File: config.mk
export PLATFORM = sky130hd
export DESIGN_NAME = trap_seq
export DESIGN_NICKNAME = d
export VERILOG_FILES = /design/src/rtl/trap_pkg.sv /design/src/rtl/trap_pick.sv /design/src/rtl/trap_frame.sv /design/src/rtl/trap_seq.sv
export SDC_FILE = /design/constraint.sdc
export NUM_CORES = 1
export LEC_CHECK = 0
export ABC_AREA = 0
export BUFFER_PORTS_ARGS = -buffer_cell sky130_fd_sc_hd__buf_2
export CORE_MARGIN = 2
export CORE_UTILIZATION = 51
export CTS_BUF_LIST = sky130_fd_sc_hd__clkbuf_4 sky130_fd_sc_hd__clkbuf_8
export DETAILED_ROUTE_END_ITERATION = 6
export PLACE_DENSITY = 0.85
export SLEW_MARGIN = 20
export SYNTH_ARGS = -nofsm -noshare
export SYNTH_HDL_FRONTEND = slang
export SYNTH_SLANG_ARGS = --single-unit
File: constraint.sdc
create_clock -name clk -period 3.83 [get_ports clk]
set_clock_uncertainty 0.05 [all_clocks]
set_input_delay 0.5745 -clock clk [delete_from_list [all_inputs] [get_ports clk]]
set_output_delay 0.5745 -clock clk [all_outputs]
set_load 0.005 [all_outputs]
File: src/rtl/trap_pkg.sv
package trap_pkg;
    localparam int XLEN        = 32;
    localparam int CCR_W       = 8;
    localparam int FRAME_WORDS = 3;
    localparam int WORD_BYTES  = 4;

    typedef logic [XLEN-1:0] word_t;

    typedef enum logic [1:0] {
        CAUSE_PRIV = 2'd0,
        CAUSE_SWT  = 2'd1,
        CAUSE_HWI  = 2'd2,
        CAUSE_NONE = 2'd3
    } cause_e;

    typedef enum logic [2:0] {
        ST_IDLE,
        ST_PUSH,
        ST_POP,
        ST_ENT_FIN,
        ST_RET_FIN
    } seq_st_e;

    // frame slot indices in push order
    localparam int SLOT_USP = 0;
    localparam int SLOT_CCR = 1;
    localparam int SLOT_PC  = 2;

    function automatic word_t vector_of(word_t base, cause_e c);
        return base + (word_t'(c) << 2);
    endfunction
endpackage

File: src/rtl/trap_pick.sv
module trap_pick
    import trap_pkg::*;
(
    input  logic   user_mode,
    input  logic   priv_op,
    input  logic   rfe_req,
    input  logic   sw_trap,
    input  logic   hw_irq,
    output logic   take,
    output cause_e cause
);
    // fixed priority: privilege fault, then software trap, then interrupt
    always_comb begin
        if (priv_op || rfe_req) cause = CAUSE_PRIV;
        else if (sw_trap)       cause = CAUSE_SWT;
        else if (hw_irq)        cause = CAUSE_HWI;
        else                    cause = CAUSE_NONE;
        take = user_mode && (cause != CAUSE_NONE);
    end
endmodule

File: src/rtl/trap_frame.sv
module trap_frame
    import trap_pkg::*;
#(
    parameter int WORDS = FRAME_WORDS
) (
    input  logic                clk,
    input  logic                rst,
    input  logic                start_push,
    input  logic                start_pop,
    input  word_t               base_in,
    input  word_t [WORDS-1:0]   words_in,
    input  logic                beat_ack,
    input  word_t               rdata,
    output word_t               addr,
    output word_t               wdata,
    output logic                last_beat,
    output word_t               end_ptr,
    output word_t [WORDS-1:0]   words_out
);
    localparam int    BW   = $clog2(WORDS + 1);
    localparam word_t STEP = word_t'(WORD_BYTES);
    localparam word_t SPAN = word_t'(WORDS * WORD_BYTES);

    word_t             base_q;
    logic              pop_q;
    logic [BW-1:0]     beat_q;
    word_t [WORDS-1:0] ctx_q;

    always_ff @(posedge clk) begin
        if (rst) begin
            base_q <= '0;
            pop_q  <= 1'b0;
            beat_q <= '0;
        end else if (start_push || start_pop) begin
            base_q <= base_in;
            pop_q  <= start_pop;
            beat_q <= '0;
        end else if (beat_ack) begin
            beat_q <= beat_q + 1'b1;
        end
    end

    // one context register per frame slot; pops fill in reverse slot order
    for (genvar k = 0; k < WORDS; k++) begin : g_slot
        always_ff @(posedge clk) begin
            if (rst)
                ctx_q[k] <= '0;
            else if (start_push)
                ctx_q[k] <= words_in[k];
            else if (beat_ack && pop_q && beat_q == BW'(WORDS - 1 - k))
                ctx_q[k] <= rdata;
        end
    end

    always_comb begin
        wdata = '0;
        for (int k = 0; k < WORDS; k++)
            if (beat_q == BW'(k)) wdata = ctx_q[k];
    end

    assign addr      = pop_q ? base_q + word_t'(beat_q) * STEP
                             : base_q - (word_t'(beat_q) + 1) * STEP;
    assign last_beat = (beat_q == BW'(WORDS - 1));
    assign end_ptr   = pop_q ? base_q + SPAN : base_q - SPAN;
    assign words_out = ctx_q;

    assert_beat_range_R4: assert property (@(posedge clk) disable iff (rst)
        beat_ack |-> beat_q < BW'(WORDS));
endmodule

File: src/rtl/trap_seq.sv
module trap_seq
    import trap_pkg::*;
#(
    parameter logic [31:0] VEC_BASE  = 32'h0000_0100,
    parameter logic [31:0] SSP_RESET = 32'h0000_8000
) (
    input  logic        clk,
    input  logic        rst,
    input  logic        hw_irq,
    input  logic        sw_trap,
    input  logic        priv_op,
    input  logic        rfe_req,
    input  logic [31:0] cur_pc,
    input  logic [31:0] next_pc,
    input  logic [7:0]  cur_ccr,
    input  logic [31:0] sp_in,
    output logic        busy,
    output logic        done,
    output logic        sup_mode,
    output logic        pc_load,
    output logic [31:0] pc_value,
    output logic        ccr_load,
    output logic [7:0]  ccr_value,
    output logic        sp_load,
    output logic [31:0] sp_value,
    output logic        mem_req,
    output logic        mem_we,
    output logic [31:0] mem_addr,
    output logic [31:0] mem_wdata,
    input  logic [31:0] mem_rdata,
    input  logic        mem_ack
);
    seq_st_e st_q, st_d;
    logic    mode_q;
    word_t   ssp_q;
    cause_e  cause_q, pick_cause;
    logic    pick_take;

    logic    start_push, start_pop, beat_ack, last_beat;
    word_t   frame_addr, frame_wdata, frame_end, frame_base;
    word_t [FRAME_WORDS-1:0] frame_in, frame_out;

    trap_pick u_pick (
        .user_mode (!mode_q),
        .priv_op   (priv_op),
        .rfe_req   (rfe_req),
        .sw_trap   (sw_trap),
        .hw_irq    (hw_irq),
        .take      (pick_take),
        .cause     (pick_cause)
    );

    assign start_push = (st_q == ST_IDLE) && pick_take;
    assign start_pop  = (st_q == ST_IDLE) && mode_q && rfe_req;
    assign beat_ack   = mem_ack && (st_q == ST_PUSH || st_q == ST_POP);
    assign frame_base = start_pop ? sp_in : ssp_q;

    always_comb begin
        frame_in           = '0;
        frame_in[SLOT_USP] = sp_in;
        frame_in[SLOT_CCR] = word_t'(cur_ccr);
        frame_in[SLOT_PC]  = (pick_cause == CAUSE_SWT) ? next_pc : cur_pc;
    end

    trap_frame #(.WORDS(FRAME_WORDS)) u_frame (
        .clk        (clk),
        .rst        (rst),
        .start_push (start_push),
        .start_pop  (start_pop),
        .base_in    (frame_base),
        .words_in   (frame_in),
        .beat_ack   (beat_ack),
        .rdata      (mem_rdata),
        .addr       (frame_addr),
        .wdata      (frame_wdata),
        .last_beat  (last_beat),
        .end_ptr    (frame_end),
        .words_out  (frame_out)
    );

    always_comb begin
        st_d = st_q;
        case (st_q)
            ST_IDLE:    if (start_push) st_d = ST_PUSH;
                        else if (start_pop) st_d = ST_POP;
            ST_PUSH:    if (mem_ack && last_beat) st_d = ST_ENT_FIN;
            ST_POP:     if (mem_ack && last_beat) st_d = ST_RET_FIN;
            default:    st_d = ST_IDLE;
        endcase
    end

    always_ff @(posedge clk) begin
        if (rst) begin
            st_q    <= ST_IDLE;
            mode_q  <= 1'b0;
            ssp_q   <= SSP_RESET;
            cause_q <= CAUSE_NONE;
        end else begin
            st_q <= st_d;
            if (start_push) cause_q <= pick_cause;
            if (st_q == ST_ENT_FIN) mode_q <= 1'b1;
            if (st_q == ST_RET_FIN) begin
                mode_q <= 1'b0;
                ssp_q  <= frame_end;
            end
        end
    end

    always_comb begin
        busy      = (st_q != ST_IDLE);
        done      = (st_q == ST_ENT_FIN) || (st_q == ST_RET_FIN);
        pc_load   = done;
        sp_load   = done;
        ccr_load  = (st_q == ST_RET_FIN);
        pc_value  = '0;
        sp_value  = '0;
        ccr_value = '0;
        if (st_q == ST_ENT_FIN) begin
            pc_value = vector_of(VEC_BASE, cause_q);
            sp_value = frame_end;
        end else if (st_q == ST_RET_FIN) begin
            pc_value  = frame_out[SLOT_PC];
            sp_value  = frame_out[SLOT_USP];
            ccr_value = frame_out[SLOT_CCR][CCR_W-1:0];
        end
        mem_req   = (st_q == ST_PUSH) || (st_q == ST_POP);
        mem_we    = (st_q == ST_PUSH);
        mem_addr  = mem_req ? frame_addr : '0;
        mem_wdata = mem_we ? frame_wdata : '0;
    end

    assign sup_mode = mode_q;

    assert_req_hold_R4: assert property (@(posedge clk) disable iff (rst)
        mem_req && !mem_ack |=> mem_req && $stable(mem_addr) && $stable(mem_we) && $stable(mem_wdata));
    assert_write_user_R3: assert property (@(posedge clk) disable iff (rst)
        mem_req && mem_we |-> !sup_mode);
    assert_read_sup_R8: assert property (@(posedge clk) disable iff (rst)
        mem_req && !mem_we |-> sup_mode);
    assert_enter_mode_R6: assert property (@(posedge clk) disable iff (rst)
        done && !sup_mode |=> sup_mode && !busy);
    assert_leave_mode_R8: assert property (@(posedge clk) disable iff (rst)
        done && sup_mode |=> !sup_mode && !busy);
    assert_sup_quiet_R7: assert property (@(posedge clk) disable iff (rst)
        sup_mode && !busy && !rfe_req |=> !busy);
    assert_load_done_R6: assert property (@(posedge clk) disable iff (rst)
        (pc_load || sp_load || ccr_load) |-> done && busy);
endmodule

-- Yosys cells after proc, flatten, opt, wreduce, memory -nomap -nowiden
Cells that the tools add are included.
- output and inout bits: 144
- register bits: 169
- input port bits: 143
- equality and inequality tests: 11
- add/sub/neg operators: 7
- multiplexer cells: 29
- reductions and logical operators: 25
- operator list (operator ; count):
    32-bit 2-to-1 mux ; 17
    32-bit by 4-bit adder with 32-bit output ; 1
    32-bit by 4-bit adder with 32-bit output (second input constant) ; 1
    8-bit 2-to-1 mux ; 4
    32-bit subtractor ; 1
    32-bit by 4-bit subtractor with 32-bit output (second input constant) ; 1
    3-bit 2-to-1 mux ; 4
    9-bit by 4-bit adder with 10-bit output (first input constant) ; 1
    1-bit logical AND ; 10
    3-bit one-hot mux with 3 select lines ; 1
    3-bit by 2-bit equality test with 1-bit output (second input constant) ; 2
    2-bit nonzero test ; 3
    2-bit OR reduction ; 3
    2-bit by 1-bit equality test with 1-bit output (second input constant) ; 2
    1-bit logical OR ; 4
    2-bit 2-to-1 mux ; 2
    2-bit != test (second input constant) ; 2
    2-bit by 1-bit adder with 3-bit output (second input constant) ; 1
    3-bit by 1-bit equality test with 1-bit output (second input constant) ; 1
    3-bit equality test (second input constant) ; 1
    3-bit logical NOT ; 1
    3-bit by 2-bit != test with 1-bit output (second input constant) ; 1
    3-bit AND reduction ; 1
    3-bit nonzero test ; 1
    6 further kinds ; 6

-- Logic depth before layout (Yosys ltp)
- depth after elaboration: 8
- depth in mapped cells: 15
- mapped depth without buffers: 15

-- Modules after synthesis
Synthesis repeated with hierarchy kept, for this count alone.
- cells, all modules: 1711
- area, all modules: 12876.1 um^2
- modules (own cells, without submodules) (module ; area an instance (um^2) ; cells each ; instances):
    trap_frame ; 9555.4 ; 1300 ; 1
    trap_seq ; 3293.2 ; 407 ; 1
    trap_pick ; 27.5 ; 4 ; 1

-- Worst setup path after synthesis
OpenSTA, ideal clock, no wires.
- path type: register to output
- start: reg u_frame.beat_q[0]
- end: out mem_addr[26]
- cell stages (with the launch flop): 12
- required time: 3205 ps
- setup slack: -221 ps
- arrival: 3427 ps
- cell sequence: dfxtp_1 -> inv_1 -> ha_1 -> a21oi_1 -> ha_1 -> a21o_1 -> a21o_1 -> a21o_1 -> a211o_1 -> or2_1 -> a41oi_1 -> mux2_2
- word-level cells in the longest chain between the ends: 4
- RTL lines (item ; RTL line ; source):
    from (decl) ; trap_frame.sv:26 ; logic [BW-1:0] beat_q;
    from (signal assigned) ; trap_frame.sv:39 ; beat_q <= beat_q + 1'b1;
    2-bit by 1-bit adder with 3-bit output ; trap_frame.sv:62 ; : base_q - (word_t'(beat_q) + 1) * STEP;
    32-bit subtractor ; trap_frame.sv:62 ;
    32-bit 2-to-1 mux * ; trap_frame.sv:61 ; assign addr = pop_q ? base_q + word_t'(beat_q) * STEP
    32-bit 2-to-1 mux * ; trap_seq.sv:128 ; mem_addr = mem_req ? frame_addr : '0;
    to (decl) ; trap_seq.sv:28 ; output logic [31:0] mem_addr,
Mark *: on every way between the ends. The rest lies on a longest branch, timed or not.

-- Final worst setup path
- start: reg u_frame.pop_q
- end: out sp_value[12]
- word-level cells in the longest chain between the ends: 2
- RTL lines (item ; RTL line ; source):
    from (decl) ; trap_frame.sv:25 ; logic pop_q;
    from (signal assigned) ; trap_frame.sv:36 ; pop_q <= start_pop;
    32-bit 2-to-1 mux ; trap_frame.sv:64 ; assign end_ptr = pop_q ? base_q + SPAN : base_q - SPAN;
    32-bit 2-to-1 mux ; trap_seq.sv:118 ; if (st_q == ST_ENT_FIN) begin
    to (decl) ; trap_seq.sv:25 ; output logic [31:0] sp_value,
Every way passes these cells.

==> parameters.txt <==
Parameter                              Value

STA
  Unrepaired setup endpoints after global routing ... true
  Final setup violation count ... 35
  Maximum achievable frequency ... 240 MHz
  Number of hold violations in the final report ... 0
  Time the worst path needs with I/O delays and setup ... 4.16 ns
  Tightest slew margin relative to the limit ... 29.4%
  Final cycle utilization of the critical path ... 109%
  Worst Hold Margin ... 0.303 ns
  Number of pins exceeding their max-slew limit in the final report ... 0
  Slack of the critical path ... -0.329 ns
  Slew of the pin with the lowest slew margin ... 1.06 ns

Critical path
  Largest stage delay, worst path ... 0.41 ns
  Req. time, crit path ... 3.21 ns
  Cell count of the worst reg-to-reg path ... 13
  Critical path peak fanout ... 4
  Type of element launching the critical path ... register
  Slowest-stage cell, CP ... sky130_fd_sc_hd__dfxtp_4
  Endpoint kind of the worst setup timing path ... output pin
  Worst EP arrival ... 3.53 ns
  Type of the worst setup path ... register to output pin
  Cell-by-cell listing of the critical path ... clkinvlp_4 > buf_12 > ha_4 > nor2b_4 > o31a_1 > o31ai_4 > buf_4 > a21boi_2 > o21a_1 > or3_4 > and2_4 > a22o_1 > buf_2

Routing
  DRT Wirelength ... 43900 um
  Starting DRC count in detailed routing ... 1313
  Router iterations before antenna repair ... 5
  Detail-routed net length per standard cell ... 19.4 um
  Final ANT Viol Nets ... 0
  Drt drc ... 0
  Via density per instance ... 6.12
  Via total after detailed routing ... 13.8k

CTS
  Maximum root-to-sink buffer count ... 2
  CTS tree ... yes
  Clock input transition at the sequential cells of the worst setup and hold paths ... 0.11 ns
  Buffer type at the clock tree root ... sky130_fd_sc_hd__clkbuf_8
  Skew-Pair Late Insertion Delay ... 0.49 ns
  Num Clock Sinks ... 169
  # H-tree levels ... 4
  Number of CTS-inserted buffers ... 17

Run
  # Max-Cap Violations ... 0

Power
  Max VDD drop ... 0.000533 V
  Cell Pwr Density ... 760 nW/um^2
  Leakage ... 0.00738 uW

Floorplanning
  Die span in y ... 157 um
  Io pins ... 287
  DIE WIDTH ... 157 um
  Die Footprint ... 24700 um^2
  Area of the core ... 23300 um^2
  Effective utilization at floorplan ... 51.5%
  Std-Cell Rows ... 56

Layout
  Multi-input combinational cell area ... 9000 um^2
  Fraction of final layout cells sized beyond drive strength 1 ... 30.3%
  Final std cells w/o fill ... 2261
  Layout net count ... 2134
  Final antenna diode count ... 0
  Area used by sequential logic in the layout ... 3390 um^2
  Filler cells ... 1974
  Growth of design area from synthesis to finish ... 30.7%

Synthesis
  Share of synthesized registers carrying an async set or reset ... 0%
  Ys flop type ... sky130_fd_sc_hd__dfxtp_1
  Number of standard cells after synthesis ... 1653
  Number of warning messages in the yosys log ... 0
  Synthesized netlist net count ... 1858
  Top area cells in the synthesized netlist ... sky130_fd_sc_hd__dfxtp_1, sky130_fd_sc_hd__nor2_1, sky130_fd_sc_hd__a21oi_1
  Post-synthesis cell type with the largest combined area ... sky130_fd_sc_hd__dfxtp_1
  Area of the mapped netlist ... 12000 um^2
  Sequential cell area fraction in the yosys report ... 28.2%
  Number of enable-type register cells in the synthesized netlist ... 0
  Area share of the largest cell type after synthesis ... 28.2%
  Number of synthesized register bits ... 169
  Average footprint of a synthesized cell ... 7.25 um^2
  Number of distinct library cells after synthesis ... 67

Place
  Post-Place Cells ... 2172
  RePlAce Congestion ... 0.929
  Total of buffers placed on input and output ports ... 286
  Detailed-placement wirelength estimate ... 30200 um

Global routing
  Antenna violations before repair ... 1
  Congestion Overflow GR ... 0
  Via count of the first global-routing pass ... 12.9k
  First-pass GRT wire length ... 66500 um
  GRT Overall Usage ... 33.6%
  Pin count of the biggest net entering global routing ... 97

Outcome
  Outcome ... finished, violations left
  Violated checks ... negative setup slack

Min path
  Worst hold path depth ... 3
  Worst hold path class ... input pin to register
==> cells by family after synthesis <==
group,count (synthesis),synth area share (%)
xor gates and xnor gates,53,3.87
and+or+nand+nor,665,24.0
AOI/OAI and AO/OA,475,26.4
buffers and inverters,161,5.25
adders and majority gates,62,6.60
muxes,68,5.70
DFF,169,28.2
==> registers in the layout (all words and copies together), names as in the netlist <==
signal / count
u_frame.base_q: 32
cause_q: 2
ssp_q: 32
sup_mode: 1
u_frame.beat_q: 2
st_q: 3
u_frame.pop_q: 1
u_frame.words_out: 96
==> critical path, delay by kind of cell (launching register included) <==
family / cells / cell delay, ns
adders and majority gates: 1 / 0.22
and+or+nand+nor: 3 / 0.67
AOI/OAI and AO/OA: 5 / 1.09
buffers and inverters: 4 / 0.66
DFF: 1 / 0.41
==> layout by cell type, fill, tap and decap left out, types with 6 or more instances in the layout <==
cell and count:
sky130_fd_sc_hd__nand2_2 6, sky130_fd_sc_hd__clkbuf_8 17, sky130_fd_sc_hd__dfxtp_1 166, sky130_fd_sc_hd__buf_6 21, sky130_fd_sc_hd__a31oi_1 6, sky130_fd_sc_hd__ha_1 31
sky130_fd_sc_hd__buf_2 282, sky130_fd_sc_hd__o21a_1 6, sky130_fd_sc_hd__xnor2_2 7, sky130_fd_sc_hd__ha_2 7, sky130_fd_sc_hd__a22o_1 35, sky130_fd_sc_hd__nor3_1 9
sky130_fd_sc_hd__and2_1 8, sky130_fd_sc_hd__a21oi_2 24, sky130_fd_sc_hd__nand2b_1 7, sky130_fd_sc_hd__mux2i_1 66, sky130_fd_sc_hd__ha_4 22, sky130_fd_sc_hd__and3_1 70
sky130_fd_sc_hd__a21oi_1 176, sky130_fd_sc_hd__a311oi_1 40, sky130_fd_sc_hd__nand2_1 225, sky130_fd_sc_hd__inv_1 20, sky130_fd_sc_hd__buf_4 85, sky130_fd_sc_hd__o21ai_1 6
sky130_fd_sc_hd__xor2_2 7, sky130_fd_sc_hd__a21o_1 23, sky130_fd_sc_hd__xor2_1 14, sky130_fd_sc_hd__o31ai_4 7, sky130_fd_sc_hd__o21ai_0 24, sky130_fd_sc_hd__nand4_1 13
sky130_fd_sc_hd__xnor2_1 25, sky130_fd_sc_hd__a211oi_1 69, sky130_fd_sc_hd__nor2_1 274, sky130_fd_sc_hd__nand3_1 7
==> cell type report <==
cell class | count | area share (%)
clock buffer | 17 | 1.49
clock inverter | 15 | 1.17
inverter | 26 | 0.671
multi-input combinational | 1323 | 57.5
sequential | 169 | 21.6
tap | 319 | 2.55
timing repair buffer | 391 | 15.0
timing repair inverter | 1 | 0.0479
==> cells in the mapped netlist (all sizes together), types with 10 or more instances <==
| cell | instances |
|---|---|
| a211oi | 72 |
| a21o | 23 |
| a21oi | 203 |
| a22o | 35 |
| a311oi | 42 |
| and2 | 10 |
| and3 | 73 |
| buf | 21 |
| clkbuf | 114 |
| dfxtp | 169 |
| ha | 60 |
| inv | 26 |
| mux2i | 66 |
| nand2 | 232 |
| nand3 | 10 |
| nand4 | 13 |
| nor2 | 282 |
| nor3 | 14 |
| o21ai | 37 |
| xnor2 | 32 |
| xor2 | 21 |
==> report_power, final <==
| part | switching (uW) | leakage [uW] | total (uW) | internal, uW |
|---|---|---|---|---|
| combinational | 4520 | 0.00579 | 8080 | 3560 |
| clock | 775 | 0.000203 | 1330 | 552 |
| sequential | 360 | 0.00138 | 2500 | 2140 |
| total | 5660 | 0.00738 | 11900 | 6250 |
==> path summary, 6_finish.rpt <==
path,startpoint,endpoint,slack [ns]
setup reg to reg,u_frame.pop_q,ssp_q[29],0.74
hold / removal,mem_rdata[8],u_frame.words_out[40],0.30
hold reg to reg,u_frame.words_out[51],u_frame.words_out[51],0.41
setup / recovery,u_frame.pop_q,sp_value[12],-0.33
==> repair_timing <==
| action | in CTS | in global routing |
|---|---|---|
| resized for setup | 107 | 107 |
| setup endpoints to repair | 34 | 40 |
| pin swaps | 45 | 77 |
| hold endpoints to repair | 0 | 0 |
| hold buffers | 0 | 0 |
| gates cloned | 1 | 0 |
| buffers inserted | 37 | 26 |
==> per-layer routing <==
metal	global-route usage [%]	vias up	wire (um)
li1	-	6419	-
met1	42.5	6536	17500
met2	56.7	724	20900
met3	5.12	158	3430
met4	15.0	2	2110
met5	0	-	13
==> through the flow <==
stage | setup WS (ns) | TNS, ns | util, % | total power (uW) | area [um^2]
2_1_floorplan | 0.0390 | 0 | - | 6740 | 12000
3_3_place_gp | 0.0858 | 0 | 59.0 | 8670 | 13700
3_5_place_dp | -0.0221 | -0.0221 | 59.0 | 8740 | 13700
4_1_cts | -0.160 | -1.40 | 64.1 | 10800 | 14900
5_1_grt | -0.428 | -8.99 | 67.3 | 12700 | 15700
6_report | -0.329 | -5.03 | 67.3 | 11900 | 15700
No activity file was read; power rests on OpenSTA's default activity.
